File: src/rtl/cop_trap_pkg.sv
package cop_trap_pkg;
  localparam int NUM_EXT = 4;
  localparam int NUM_SRC = NUM_EXT + 1;
  localparam int CODE_W  = 5;
  localparam int SEL_W   = 5;

  // source index order follows ascending cause code (priority order)
  localparam int SRC_INT  = 0;
  localparam int SRC_ADDR = 1;
  localparam int SRC_SYS  = 2;
  localparam int SRC_ILL  = 3;
  localparam int SRC_OVF  = 4;

  localparam logic [SEL_W-1:0] REG_BADADDR = 5'd8;
  localparam logic [SEL_W-1:0] REG_MASK    = 5'd12;
  localparam logic [SEL_W-1:0] REG_CAUSE   = 5'd13;
  localparam logic [SEL_W-1:0] REG_EPC     = 5'd14;

  function automatic logic [CODE_W-1:0] srcCode(input int idx);
    case (idx)
      SRC_INT:  return 5'd0;
      SRC_ADDR: return 5'd4;
      SRC_SYS:  return 5'd8;
      SRC_ILL:  return 5'd10;
      default:  return 5'd12;
    endcase
  endfunction

  typedef struct packed {
    logic              take;
    logic [CODE_W-1:0] code;
    logic              saveBad;
    logic              wrEn;
    logic              clrPriv;
  } ctlStrobe_t;
endpackage

File: src/rtl/cop_trap_ctrl.sv
module cop_trap_ctrl
  import cop_trap_pkg::*;
#(
  parameter int DATA_W = 32
) (
  input  logic [NUM_EXT-1:0] excReq,
  input  logic [DATA_W-1:0]  maskQ,
  input  logic               privQ,
  input  logic               mfcStb,
  input  logic               mtcStb,
  input  logic               rfeStb,
  output ctlStrobe_t         stb
);
  logic               illegalOp;
  logic [NUM_SRC-1:0] pend;
  logic [NUM_SRC-1:0] enabled;

  assign illegalOp = !privQ && (mfcStb || mtcStb || rfeStb);
  assign pend      = {excReq[NUM_EXT-1], illegalOp, excReq[NUM_EXT-2:0]};

  for (genvar g = 0; g < NUM_SRC; g++) begin : g_en
    assign enabled[g] = pend[g] && maskQ[srcCode(g)];
  end

  always_comb begin
    stb = '0;
    // scan downwards so the lowest code is the last one assigned
    for (int i = NUM_SRC - 1; i >= 0; i--) begin
      if (enabled[i]) begin
        stb.take = 1'b1;
        stb.code = srcCode(i);
      end
    end
    stb.saveBad = stb.take && (stb.code == srcCode(SRC_ADDR));
    stb.wrEn    = !stb.take && privQ && mtcStb;
    stb.clrPriv = !stb.take && privQ && rfeStb;
  end
endmodule

File: src/rtl/cop_trap_regs.sv
module cop_trap_regs
  import cop_trap_pkg::*;
#(
  parameter int              DATA_W     = 32,
  parameter logic [31:0]     HANDLER    = 32'h8000_0080,
  parameter logic [31:0]     RESET_MASK = 32'h0000_1511
) (
  input  logic              clk,
  input  logic              rstN,
  input  ctlStrobe_t        stb,
  input  logic [DATA_W-1:0] curPc,
  input  logic [DATA_W-1:0] faultAddr,
  input  logic [DATA_W-1:0] wrData,
  input  logic [SEL_W-1:0]  regSel,
  input  logic              mfcStb,
  output logic [DATA_W-1:0] rdData,
  output logic [DATA_W-1:0] maskQ,
  output logic              privQ,
  output logic              ovrQ,
  output logic [DATA_W-1:0] pcTarget
);
  logic [DATA_W-1:0] epcQ;
  logic [DATA_W-1:0] badQ;
  logic [CODE_W-1:0] causeQ;
  logic [DATA_W-1:0] selVal;

  always_ff @(posedge clk or negedge rstN) begin
    if (!rstN) begin
      epcQ   <= '0;
      badQ   <= '0;
      causeQ <= '0;
      maskQ  <= RESET_MASK[DATA_W-1:0];
      privQ  <= 1'b1;
      ovrQ   <= 1'b0;
    end else begin
      ovrQ <= stb.take;
      if (stb.take) begin
        epcQ   <= curPc;
        causeQ <= stb.code;
        privQ  <= 1'b1;
        if (stb.saveBad) badQ <= faultAddr;
      end else begin
        if (stb.wrEn) begin
          case (regSel)
            REG_BADADDR: badQ   <= wrData;
            REG_MASK:    maskQ  <= wrData;
            REG_CAUSE:   causeQ <= wrData[CODE_W-1:0];
            REG_EPC:     epcQ   <= wrData;
            default: ;
          endcase
        end
        if (stb.clrPriv) privQ <= 1'b0;
      end
    end
  end

  always_comb begin
    case (regSel)
      REG_BADADDR: selVal = badQ;
      REG_MASK:    selVal = maskQ;
      REG_CAUSE:   selVal = {{(DATA_W-CODE_W){1'b0}}, causeQ};
      REG_EPC:     selVal = epcQ;
      default:     selVal = '0;
    endcase
  end

  assign rdData   = (mfcStb && privQ) ? selVal : '0;
  assign pcTarget = ovrQ ? HANDLER[DATA_W-1:0] : '0;
endmodule

File: src/rtl/cop_trap_unit.sv
module cop_trap_unit
  import cop_trap_pkg::*;
#(
  parameter int          DATA_W     = 32,
  parameter logic [31:0] HANDLER    = 32'h8000_0080,
  parameter logic [31:0] RESET_MASK = 32'h0000_1511
) (
  input  logic              clk,
  input  logic              rstN,
  input  logic [3:0]        excReq,
  input  logic [DATA_W-1:0] curPc,
  input  logic [DATA_W-1:0] faultAddr,
  input  logic              mfcStb,
  input  logic              mtcStb,
  input  logic              rfeStb,
  input  logic [4:0]        regSel,
  input  logic [DATA_W-1:0] wrData,
  output logic [DATA_W-1:0] rdData,
  output logic              pcOverride,
  output logic [DATA_W-1:0] pcTarget,
  output logic              privMode
);
  ctlStrobe_t        stb;
  logic [DATA_W-1:0] maskQ;
  logic              privQ;

  cop_trap_ctrl #(.DATA_W(DATA_W)) u_ctrl (
    .excReq(excReq), .maskQ(maskQ), .privQ(privQ),
    .mfcStb(mfcStb), .mtcStb(mtcStb), .rfeStb(rfeStb), .stb(stb)
  );

  cop_trap_regs #(.DATA_W(DATA_W), .HANDLER(HANDLER), .RESET_MASK(RESET_MASK)) u_regs (
    .clk(clk), .rstN(rstN), .stb(stb), .curPc(curPc), .faultAddr(faultAddr),
    .wrData(wrData), .regSel(regSel), .mfcStb(mfcStb), .rdData(rdData),
    .maskQ(maskQ), .privQ(privQ), .ovrQ(pcOverride), .pcTarget(pcTarget)
  );

  assign privMode = privQ;
endmodule

File: config.mk
export PLATFORM = sky130hd
export DESIGN_NAME = cop_trap_unit
export DESIGN_NICKNAME = d
export VERILOG_FILES = /design/src/rtl/cop_trap_pkg.sv /design/src/rtl/cop_trap_ctrl.sv /design/src/rtl/cop_trap_regs.sv /design/src/rtl/cop_trap_unit.sv
export SDC_FILE = /design/constraint.sdc
export NUM_CORES = 1
export LEC_CHECK = 0
export BUFFER_PORTS_ARGS = -buffer_cell sky130_fd_sc_hd__buf_2
export CORE_MARGIN = 3
export CORE_UTILIZATION = 47
export CTS_CLUSTER_DIAMETER = 40
export DETAILED_ROUTE_END_ITERATION = 6
export PLACE_DENSITY_LB_ADDON = 0.15
export SLEW_MARGIN = 30
export SYNTH_ARGS = -nofsm -noshare
export SYNTH_HDL_FRONTEND = slang
export SYNTH_SLANG_ARGS = --single-unit
export TNS_END_PERCENT = 50
File: constraint.sdc
create_clock -name clk -period 2 [get_ports clk]
set_clock_uncertainty 0.05 [all_clocks]
set_input_delay 0.4 -clock clk [delete_from_list [all_inputs] [get_ports clk]]
set_output_delay 0.4 -clock clk [all_outputs]
set_load 0.03 [all_outputs]
Word level (Yosys, flattened, before mapping)

Index checks and enable logic that the tools add are counted.

Input bits: 110
Logic and storage cells: 57
Output and inout port bits: 66
Flip-flop bits (word level): 103

Eq/ne operators: 6
Reductions and logical operators: 24
Bitwise logic cells: 1
Mux-type cells: 20

Operators by type and width:

| cell               | number |
|---|---|
| $mux 32            | 9 |
| $pmux 32 s4        | 1 |
| $mux 6             | 5 |
| $eq 5x4->1 const B | 4 |
| $mux 5             | 3 |
| $logic_and 1x1->1  | 11 |
| $reduce_bool 2->1  | 5 |
| $reduce_and 3->1   | 2 |
| $eq 5x3->1 const B | 1 |
| $reduce_and 2->1   | 2 |
| $logic_not 1->1    | 2 |
| $logic_or 1x1->1   | 2 |
| $mux 1             | 2 |
| $ne 2x2->1 const B | 1 |
| $not 1->1          | 1 |

Depth between registers and ports, before layout

Gate-level depths: netlist of run 1.

Word-level depth: 13
Depth in mapped cells: 6
Depth with buffers taken out: 5

By module

From an unflattened synthesis of run 1, not the netlist that was laid out.

Cells, all modules: 582
Area total of the unflattened synthesis: 6,277.3 µm²

By module, submodules not included:

| module        | cells each | instances | area an instance (µm²) |
|---|---|---|---|
| cop_trap_regs | 561        | 1         | 6,138.4 |
| cop_trap_ctrl | 21         | 1         | 138.9 |

Least setup slack after synthesis of run 1

Ideal clock, no wire load.

Path kind: input-to-output
From: input port regSel[4]
To: output port rdData[0]
Path slack: -525 ps
Cell stages on the path: 5
Arrival time: 2,075 ps
Cell sequence: or4b_4 > nor2_1 > clkbuf_1 > a22oi_1 > a21oi_1

Cells in the longest elaborated chain, start to end: 3
Elaborated cells on any way between the ends: 6
Classes of those cells: 4 x eq/ne; 2 x mux

RTL lines:

| item               | line                | text |
|---|---|---|
| start: declaration | cop_trap_unit.sv:16 | `input logic [4:0] regSel,` |
| $eq 5x4->1         | cop_trap_regs.sv:58 | `case (regSel)` |
| $pmux 32 s4 *      | cop_trap_regs.sv:58 |  |
| $mux 32 *          | cop_trap_regs.sv:67 | `assign rdData = (mfcStb && privQ) ? selVal : '0;` |
| end: declaration   | cop_trap_unit.sv:18 | `output logic [DATA_W-1:0] rdData,` |

Every way passes the cells marked *; elsewhere a longest branch is shown, timed or not.

Worst setup path after layout of run 1

From: input port regSel[4]
To: output port rdData[21]

The elaborated chain is that of the path after synthesis.

==> results of run 1 <==
[through the flow]
| stage | power, W | setup slack (ps) | util [%] |
|---|---|---|---|
| floorplan | 0.00434 | -218 | - |
| global route | 0.00736 | -438 | 69.6 |
| global placement | 0.00494 | -388 | 62.6 |
| detailed placement | 0.00503 | -421 | 62.6 |
| finish | 0.00695 | -407 | 69.6 |
| CTS | 0.00688 | -399 | 67.7 |
[how the worst max path moves through the flow]
stage / from / end / slack, ps
3_5_place_dp: regSel[4] / rdData[22] / -420
4_1_cts: u_regs.privQ$_DFFE_PN1P_ / rdData[0] / -400
6_report: regSel[4] / rdData[21] / -410
2_1_floorplan: u_regs.privQ$_DFFE_PN1P_ / rdData[2] / -220
5_1_grt: u_regs.privQ$_DFFE_PN1P_ / rdData[21] / -440
3_3_place_gp: regSel[4] / rdData[15] / -390
[flip-flops by register name (all words and copies together) (netlist names)]
name and cells:
u_regs.badQ 32, u_regs.causeQ 5, u_regs.epcQ 32, u_regs.maskQ 32
u_regs.ovrQ 1, u_regs.privQ 1
[layout make-up]
| cell class | instances | area share [%] |
|---|---|---|
| clock buffers | 10 | 3.07 |
| clock inverters | 6 | 0.868 |
| inverters | 3 | 0.145 |
| multi-input cells | 401 | 37.3 |
| flip-flops and latches | 103 | 33.2 |
| well taps | 140 | 2.25 |
| repair buffers | 218 | 23.2 |
[cells in the mapped netlist]
| cell | number | share of area (%) |
|---|---|---|
| a31oi_1 | 33 | 3.7 |
| inv_2 | 1 | 0.068 |
| conb_1 | 1 | 0.068 |
| and2_1 | 1 | 0.11 |
| dfrtp_1 | 97 | 44 |
| buf_4 | 35 | 4.8 |
| clkbuf_1 | 42 | 2.9 |
| nand2_1 | 12 | 0.82 |
| o21ai_1 | 8 | 0.73 |
| buf_1 | 2 | 0.14 |
| nand3_1 | 34 | 3.1 |
| dfstp_2 | 6 | 2.9 |
| mux2i_1 | 36 | 6.5 |
| nor3_2 | 1 | 0.18 |
| nor2_1 | 32 | 2.2 |
| o21ai_0 | 89 | 8.1 |
| inv_1 | 2 | 0.14 |
| or4_1 | 2 | 0.27 |
| mux2_2 | 33 | 6.7 |
| maj3_1 | 1 | 0.18 |
| or2_2 | 1 | 0.11 |
| a22o_1 | 1 | 0.16 |
| or3_1 | 1 | 0.11 |
| or4b_4 | 1 | 0.25 |
| nor4_2 | 1 | 0.23 |
| o41ai_4 | 1 | 0.50 |
| buf_2 | 6 | 0.54 |
| nand2b_1 | 1 | 0.11 |
| nor3_1 | 3 | 0.27 |
| a22oi_1 | 11 | 1.5 |
| a222oi_1 | 28 | 5.1 |
| a31o_2 | 1 | 0.16 |
| a21oi_1 | 39 | 3.5 |
[repair_timing]
item,CTS,global route
gates resized for setup,67,18
cloned,1,6
endpoints found under the hold margin,26,0
buffers inserted,1,3
pin swaps,2,3
endpoints found under the setup margin,33,91
hold buffers,1,0
[report_power, final]
group          internal [W]  total (W)  leakage (nW)  switching, W
sequential          0.00280    0.00323          1.31      0.000435
combinational      0.000816    0.00188          2.21       0.00107
clock               0.00101    0.00183         0.145      0.000820
[logic make-up after synthesis]
family / Yosys count / synth area share [%]
buffers and inverters: 88 / 8.50
adder cells (fa/ha/maj): 1 / 0.181
other: 1 / 0.0679
AND/OR/NAND/NOR: 90 / 7.73
AO/OA/AOI/OAI: 211 / 23.5
multiplexers: 69 / 13.3
flip-flops: 103 / 46.8
[metal layers]
layer	routed length (um)	vias up	global-route usage, %
met5	13	-	0
met4	232	2	7.92
met3	1990	26	6.71
met2	9300	359	45.4
met1	7870	2687	39.1
li1	-	2401	-
==> flow_summary_export.csv, run 1 <==
group,metric,value,unit
run_status,status,"finished, violations left",
run_status,violations,"negative setup slack",
floorplan,io_pins,176,
cts,root_buffer,"clkbuf_16",
critical_path,critPathCaptureType,"output port",
critical_path,cp_common_cell,"buf_4",
critical_path,r2r-end,"u_regs.badQ[23]$_DFFE_PN0P_",
routing,drc,0,
placement,place_inst,853,
timing,drv_slew,0,
floorplan,coreArea,11200,um2
hold_path,holdCritPathClass,"input pin to flop",
timing,fin_crit_sh,120,%
cts,clk_pin_slew,70,ps
synthesis,synth-seq-cells,103,
grt,antenna_found_initial,1,
cts,clock_sinks,103,
synthesis,syn-instance-count,563,
placement,numPortBuffers,145,
critical_path,critPathTopFamily,"buffers and inverters",
final_layout,nets,846,
timing,maxSlewHeadroom,61.5,%
timing,tns,-11340,ps
critical_path,cp.required,1550,ps
floorplan,die_area,13100,um2
power,power.leakage,3.66,nW
final_layout,drive_gt1_share,43.7,%
cts,tritoncts,"yes",
timing,max_freq,415,MHz
routing,firstDrtPassIters,7,
timing,rsz0062_at_grt,"yes",
power,irDropWorstVdd,0.708,mV
grt,grt_pass1_vias,5531,
cts,insertion_delay,350,ps
critical_path,worstPathMaxFanout,11,
final_layout,final_cells,881,
final_layout,n_antenna_cell,0,
grt,grt_pass1_wl,29100,um
critical_path,path_class,"input pin to output port",
cts,cts_buffer_depth,2,
hold_path,min_to,"u_regs.privQ$_DFFE_PN1P_",
floorplan,start_util,49.4,%
routing,route.vias.total,5475,
final_layout,area_growth,40.9,%
routing,wl_per_cell,22.0,um
hold_path,holdPathStages,2,
timing,hold_viol,0,
timing,worst_slew_pin_slew,577,ps
final_layout,multiInputGateArea,2900,um2
routing,drt-total-wl,19400,um
final_layout,nFillCells,871,
grt,overflow,0,
placement,gp_congestion,0.831,
timing,timing.final.ws_setup,-407,ps
synthesis,syn-mean-instance-area,9.81,um2
floorplan,die_w,114,um
routing,detail-route-antenna-nets,0,
floorplan,row_count,38,
critical_path,cp_cell_sequence,"buf_6 > buf_4 > or2_4 > nor3_4 > buf_4 > buf_12 > buf_4 > a222oi_1 > nor2_4 > buf_6",
critical_path,cpPeakStageDelay,530,ps
timing,period_needed,2410,ps
routing,vias_per_cell,6.21,
critical_path,cp_slowest_cell,"a222oi_1",
synthesis,yosysWarnings,0,
final_layout,seqCellArea,2580,um2
critical_path,r2r-start,"u_regs.privQ$_DFFE_PN1P_",
critical_path,reg2regPathDepth,8,
synthesis,yosysUniqueCellTypes,33,
grt,grt_max_degree,40,
final_layout,fin_area,7780,um2
cts,cts_htree_levels,3,
critical_path,r2r_slack,-10,ps
final_layout,layout_common_cells,"buf_2, dfrtp_1, o21ai_0",
placement,postPlaceCellArea,7000,um2
final_layout,layout_commonest_cell,"buf_2",
critical_path,path_buf_inv,6,
power,p_per_area,893,nW/um2
synthesis,synth_area,5520,um2
placement,hpwl,12300,um
critical_path,path_depth,10,
critical_path,cp-start-kind,"input pin",
cts,cts_buffers,9,
timing,whs,165,ps
critical_path,critical_path_arrival,1960,ps
run,drv_cap,0,
hold_path,worstHoldStart,"rfeStb",
grt,grt.total_usage,28.5,%
timing,finalSetupViolations,39,
routing,drt_first_iter_violations,629,
synthesis,ys_seq_area_share,46.8,%
floorplan,dieHeight,114,um
Note: power is estimated with default switching activity, not from simulation.
==> run 2, diff against run 1 <==
--- a/config.mk
+++ b/config.mk
@@ -5,14 +5,16 @@
 export SDC_FILE = /design/constraint.sdc
 export NUM_CORES = 1
 export LEC_CHECK = 0
+export ABC_AREA = 1
 export BUFFER_PORTS_ARGS = -buffer_cell sky130_fd_sc_hd__buf_2
 export CORE_MARGIN = 3
-export CORE_UTILIZATION = 47
+export CORE_UTILIZATION = 48
 export CTS_CLUSTER_DIAMETER = 40
 export DETAILED_ROUTE_END_ITERATION = 6
 export PLACE_DENSITY_LB_ADDON = 0.15
 export SLEW_MARGIN = 30
 export SYNTH_ARGS = -nofsm -noshare
 export SYNTH_HDL_FRONTEND = slang
+export SYNTH_HIERARCHICAL = 1
 export SYNTH_SLANG_ARGS = --single-unit
 export TNS_END_PERCENT = 50
==> flow_summary_export.csv, run 2 <==
group,metric,value,unit
floorplan,die_area,14400,um2
final_layout,layout_commonest_cell,"nand2_1",
final_layout,layout_common_cells,"nand2_1, nand3_1, buf_2",
critical_path,path_class,"flop to output port",
cts,insertion_delay,340,ps
routing,drt_first_iter_violations,614,
synthesis,synth_top_area_cell,"dfrtp_1",
hold_path,worstHoldStart,"wrData[12]",
floorplan,coreArea,12700,um2
synthesis,yosys_most_used_dff,"dfrtp_1",
routing,route.vias.total,6624,
placement,gp_congestion,0.923,
synthesis,yosysTopAreaCellShare,38.9,%
timing,tns,0,ps
placement,numPortBuffers,145,
placement,hpwl,13600,um
routing,firstDrtPassIters,5,
floorplan,die_w,120,um
timing,drv_slew,0,
synthesis,synth_most_common_cell,"nand2_1",
cts,clock_sinks,103,
floorplan,row_count,41,
critical_path,cp.required,1550,ps
synthesis,synthSimpleGateAreaFrac,47.0,%
critical_path,worstPathMaxFanout,8,
timing,hold_viol,0,
floorplan,dieHeight,120,um
synthesis,ys_async_sr_fraction,100,%
hold_path,holdCritPathClass,"input pin to flop",
synthesis,syn-mean-instance-area,6.68,um2
routing,vias_per_cell,5.20,
synthesis,synth_top_family_by_area,"simple AND/OR/NAND/NOR gates",
routing,drt-total-wl,20700,um
synthesis,ys_seq_area_share,41.4,%
grt,grt.total_usage,27.0,%
timing,rsz0062_at_grt,"yes",
placement,place_inst,1242,
timing,max_freq,501,MHz
floorplan,io_pins,176,
critical_path,cp-start-kind,"flop",
routing,detail-route-antenna-nets,0,
critical_path,r2r-start,"u_regs/privQ$_DFFE_PN1P_",
final_layout,top_regs,"u_regs/badQ (32), u_regs/epcQ (32), u_regs/maskQ (32)",
critical_path,cpPeakStageDelay,600,ps
final_layout,final_core_util,65.0,%
power,total_power,0.00894,W
critical_path,critPathCaptureType,"output port",
final_layout,nets,1208,
cts,root_buffer,"clkbuf_16",
timing,finalSetupViolations,0,
final_layout,nFillCells,1198,
grt,grt_pass1_wl,30700,um
grt,grt_pass1_vias,5994,
final_layout,drive_gt1_share,26.1,%
synthesis,synth_area,6240,um2
routing,drc,0,
synthesis,synth-seq-cells,103,
cts,cts_htree_levels,3,
grt,overflow,0,
grt,antenna_found_initial,0,
synthesis,synth-compound-area-share,0.361,%
final_layout,fin_area,8240,um2
power,irDropWorstVdd,0.514,mV
final_layout,final_cells,1275,
synthesis,syn-instance-count,935,
floorplan,start_util,49.3,%
power,power.leakage,4.79,nW
timing,period_needed,1990,ps
critical_path,cp_slowest_cell,"dfstp_2",
final_layout,n_antenna_cell,0,
timing,fin_crit_sh,99.7,%
run,drv_cap,0,
synthesis,yosysUniqueCellTypes,23,
critical_path,cp-startpoint,"u_regs/privQ$_DFFE_PN1P_",
routing,wl_per_cell,16.2,um
run_status,status,"completed",
synthesis,synthTopCellsByCount,"nand2_1, nand3_1, dfrtp_1, nand4_1, inv_1",
final_layout,area_growth,31.9,%
synthesis,synthMuxAreaShare,0,%
cts,tritoncts,"yes",
cts,cts_buffers,9,
grt,grt_max_degree,41,
synthesis,yosys-top-cells-area,"dfrtp_1, nand2_1, nand3_1",
cts,cts_buffer_depth,2,
synthesis,synth_xor_area_share,0,%
synthesis,synthAdderAreaFrac,0,%
critical_path,critical_path_arrival,1540,ps
cts,clk_pin_slew,70,ps
critical_path,cp_cell_sequence,"nand2_4 > clkinv_4 > buf_8 > nand2_1 > inv_1 > buf_6",
power,p_per_area,1080,nW/um2
synthesis,synth_edf_count,0,
synthesis,yosysWarnings,6,
placement,postPlaceCellArea,7350,um2
==> run 2: changes by cell type after synthesis, moves of 36 or more <==
cell	before	now
o21ai_0	89	1
inv_1	2	39
nand2_1	12	476
nand3_1	34	135
mux2i_1	36	0
a21oi_1	39	2
nand4_1	0	43
==> run 2: through the flow <==
stage	hold slack [ps]	worst slack, ps
2_1_floorplan	54.4	42.4
3_3_place_gp	317	-4.93
3_5_place_dp	318	-2.64
4_1_cts	223	2.06
5_1_grt	246	-70.8
6_report	235	5.74
==> run 2: cell families after synthesis <==
kind of cell | after synthesis
compound gates | 4
buf+inv | 136
flops | 103
other cells | 2
simple gates | 690
==> run 2: worst max-delay path: cells and delay by family, from the launching register on <==
kind / cells / cell delay, ps
buf+inv: 4 / 420
simple gates: 2 / 170
flops: 1 / 600
==> run 2: what timing repair did <==
item / in CTS / in global routing
endpoints found under the setup margin: 27 / 102
cloned: 0 / 7
hold buffers: 1 / 0
hold endpoints to repair: 28 / 0
gates resized for setup: 17 / 116
buffers inserted: 1 / 8
pin swaps: 0 / 12
==> run 2: cell type report <==
cell class | count | area [um2] | share of cell area, %
inverter | 44 | 173 | 2.10
clock inverter | 2 | 10.0 | 0.122
tap | 172 | 215 | 2.61
multi-input combinational | 726 | 3250 | 39.4
timing repair buffer | 214 | 1750 | 21.3
clock buffer | 14 | 254 | 3.08
sequential | 103 | 2580 | 31.4
==> run 2: power breakdown <==
| part | switching [W] | internal [W] |
|---|---|---|
| combinational | 0.00253 | 0.00136 |
| clock | 0.000737 | 0.000877 |
| sequential | 0.000483 | 0.00295 |
| total | 0.00375 | 0.00519 |
==> run 2: worst paths after layout <==
path | endpoint | slack [ps] | cells past startpoint
worst min register to register | u_regs/maskQ[31]$_DFFE_PN0P_ | 420 | 2
worst max-delay path | rdData[9] | 6 | 6
worst max register to register | u_regs/badQ[16]$_DFFE_PN0P_ | 30 | 11
max in group asynchronous | u_regs/maskQ[8]$_DFFE_PN1P_ | 780 | 3
min in group asynchronous | u_regs/epcQ[25]$_DFFE_PN0P_ | 500 | 2
worst min-delay path | u_regs/maskQ[12]$_DFFE_PN1P_ | 240 | 3
==> run 2: per-layer routing <==
layer,up-vias,global-route usage [%],share of wire [%]
met5,-,0,0
met3,30,4.57,9.4
met4,0,10.5,1.8
met2,346,42.3,47
li1,3224,-,-
met1,3024,37.7,42
==> run 3, diff against run 2 <==
==> constraint.sdc (replaced) <==
create_clock -name clk -period 2 [get_ports clk]
set_clock_uncertainty 0.05 [all_clocks]
set_input_delay 0.1 -clock clk [delete_from_list [all_inputs] [get_ports clk]]
set_output_delay 0.1 -clock clk [all_outputs]
set_load 0.03 [all_outputs]
==> flow_summary_export.csv, run 3 (same netlist as run 2, synthesis figures left out) <==
group,metric,value,unit
cts,clk_pin_slew,70,ps
routing,drt-total-wl,20400,um
timing,rsz0062_at_grt,"yes",
placement,numPortBuffers,145,
final_layout,final_cells,1307,
timing,drv_slew,0,
floorplan,coreArea,12700,um2
timing,finalSetupViolations,0,
final_layout,nets,1240,
routing,firstDrtPassIters,5,
routing,drc,0,
floorplan,row_count,41,
routing,wl_per_cell,15.6,um
routing,route.vias.total,6739,
timing,maxSlewHeadroom,65.5,%
floorplan,io_pins,176,
placement,hpwl,13500,um
cts,insertion_delay,360,ps
cts,tritoncts,"yes",
grt,grt_pass1_wl,32800,um
final_layout,drive_gt1_share,20.1,%
critical_path,critPathTopFamily,"buffers and inverters",
critical_path,critical_path_arrival,1780,ps
routing,drt_first_iter_violations,545,
critical_path,cpPeakStageDelay,580,ps
final_layout,seqCellArea,2580,um2
final_layout,layout_commonest_cell,"nand2_1",
final_layout,nFillCells,1167,
cts,cts_buffer_depth,2,
critical_path,cp.required,1850,ps
grt,overflow,0,
run,drv_cap,0,
timing,hold_viol,0,
critical_path,path_buf_inv,4,
critical_path,cp_slowest_cell,"dfstp_2",
final_layout,n_antenna_cell,0,
routing,detail-route-antenna-nets,0,
critical_path,cp_cell_sequence,"nand2_1 > clkinv_2 > buf_4 > nand2_1 > inv_1 > buf_2",
critical_path,worstPathMaxFanout,9,
timing,period_needed,1930,ps
grt,grt_pass1_vias,6556,
cts,cts_buffers,9,
placement,place_inst,1227,
power,power.leakage,4.79,nW
critical_path,cp_common_cell,"nand2_1",
timing,max_freq,518,MHz
timing,fin_crit_sh,96.5,%
grt,grt_max_degree,39,
power,p_per_area,1100,nW/um2
floorplan,die_w,120,um
cts,cts_htree_levels,3,
cts,root_buffer,"clkbuf_16",
final_layout,area_growth,31.5,%
grt,grt.total_usage,28.8,%
run_status,status,"completed",
hold_path,holdCritPathClass,"input pin to flop",
timing,whs,4.11,ps
floorplan,start_util,49.3,%
cts,clock_sinks,103,
timing,worst_slew_pin_slew,516,ps
final_layout,layout_common_cells,"nand2_1, buf_2, nand3_1",
floorplan,dieHeight,120,um
grt,antenna_found_initial,0,
floorplan,die_area,14400,um2
critical_path,path_class,"flop to output port",
power,total_power,0.00900,W
critical_path,critPathCaptureType,"output port",
final_layout,top_regs,"u_regs/badQ (32), u_regs/epcQ (32), u_regs/maskQ (32)",
routing,vias_per_cell,5.16,
critical_path,cp-start-kind,"flop",
final_layout,multiInputGateArea,3120,um2
power,irDropWorstVdd,0.629,mV
placement,gp_congestion,0.966,
## run 3: cell count changes in the layout (fill, tap and decap cells not counted), moves of 3 or more
cell / change
buf_2: +29
buf_4: -18
buf_6: -31
clkbuf_1: -3
clkbuf_16: -6
dlygate4sd3_1: +61
inv_1: +6
inv_2: -5
nand2_1: +24
nand2_2: -19
nand2_4: -4
nand3_1: +3
nand3_2: -3
## run 3: path summary, 6_finish.rpt
kind                                               from                            to  slack, ps  cells past startpoint
max                            u_regs/privQ$_DFFE_PN1P_                     rdData[5]         70                      6
min                                           curPc[16]   u_regs/epcQ[16]$_DFFE_PN0P_          4                      5
max reg2reg                u_regs/maskQ[10]$_DFFE_PN1P_    u_regs/badQ[2]$_DFFE_PN0P_         90                     11
min reg2reg                 u_regs/maskQ[0]$_DFFE_PN1P_   u_regs/maskQ[0]$_DFFE_PN1P_        420                      2
max in group asynchronous                          rstN   u_regs/maskQ[8]$_DFFE_PN1P_       1050                      3
min in group asynchronous                          rstN  u_regs/maskQ[22]$_DFFE_PN0P_        180                      2
## run 3: stage by stage
stage               area [um2]  setup slack [ps]  util [%]  TNS (ps)
global route              8210             -7.45      64.8     -29.4
finish                    8210              70.8      64.8         0
global placement          7240               135      57.1         0
floorplan                 6360              42.4         -         0
CTS                       8160              34.5      64.4         0
detailed placement        7240              54.3      57.1         0
## run 3: final cells by class
class | instances | area share [%]
sequential | 103 | 31.5
clock inverter | 6 | 0.823
timing repair buffer | 246 | 22.2
multi-input combinational | 726 | 38.0
inverter | 44 | 2.03
tap | 172 | 2.62
clock buffer | 10 | 2.79
## run 3: power breakdown
part | switching (W) | leakage, nW | total [W] | internal, W
sequential | 0.000474 | 1.33 | 0.00342 | 0.00295
combinational | 0.00246 | 3.32 | 0.00378 | 0.00132
clock | 0.000821 | 0.139 | 0.00180 | 0.000978
total | 0.00376 | 4.79 | 0.00900 | 0.00525
## run 3: layer usage
| layer | global-route usage (%) | routed length, um | vias to the layer above |
|---|---|---|---|
| li1 | - | - | 3284 |
| met1 | 37.4 | 8650 | 3107 |
| met2 | 48.6 | 9840 | 315 |
| met3 | 6.69 | 1650 | 33 |
| met4 | 7.73 | 312 | 0 |
| met5 | 0 | 0 | - |
## run 3: worst min-delay path, stage by stage
cell	delay [ps]
buf_2	80
nand2_1	40
nand2_1	50
nand2_1	50
nand2_1	60
## run 3: repair_timing
item                       CTS  global route
buffers inserted             0             2
pin swaps                    0             5
hold endpoints to repair   117             0
setup endpoints to repair    1            66
resized for setup            1             9
hold buffers                62             0
gates cloned                 0             0
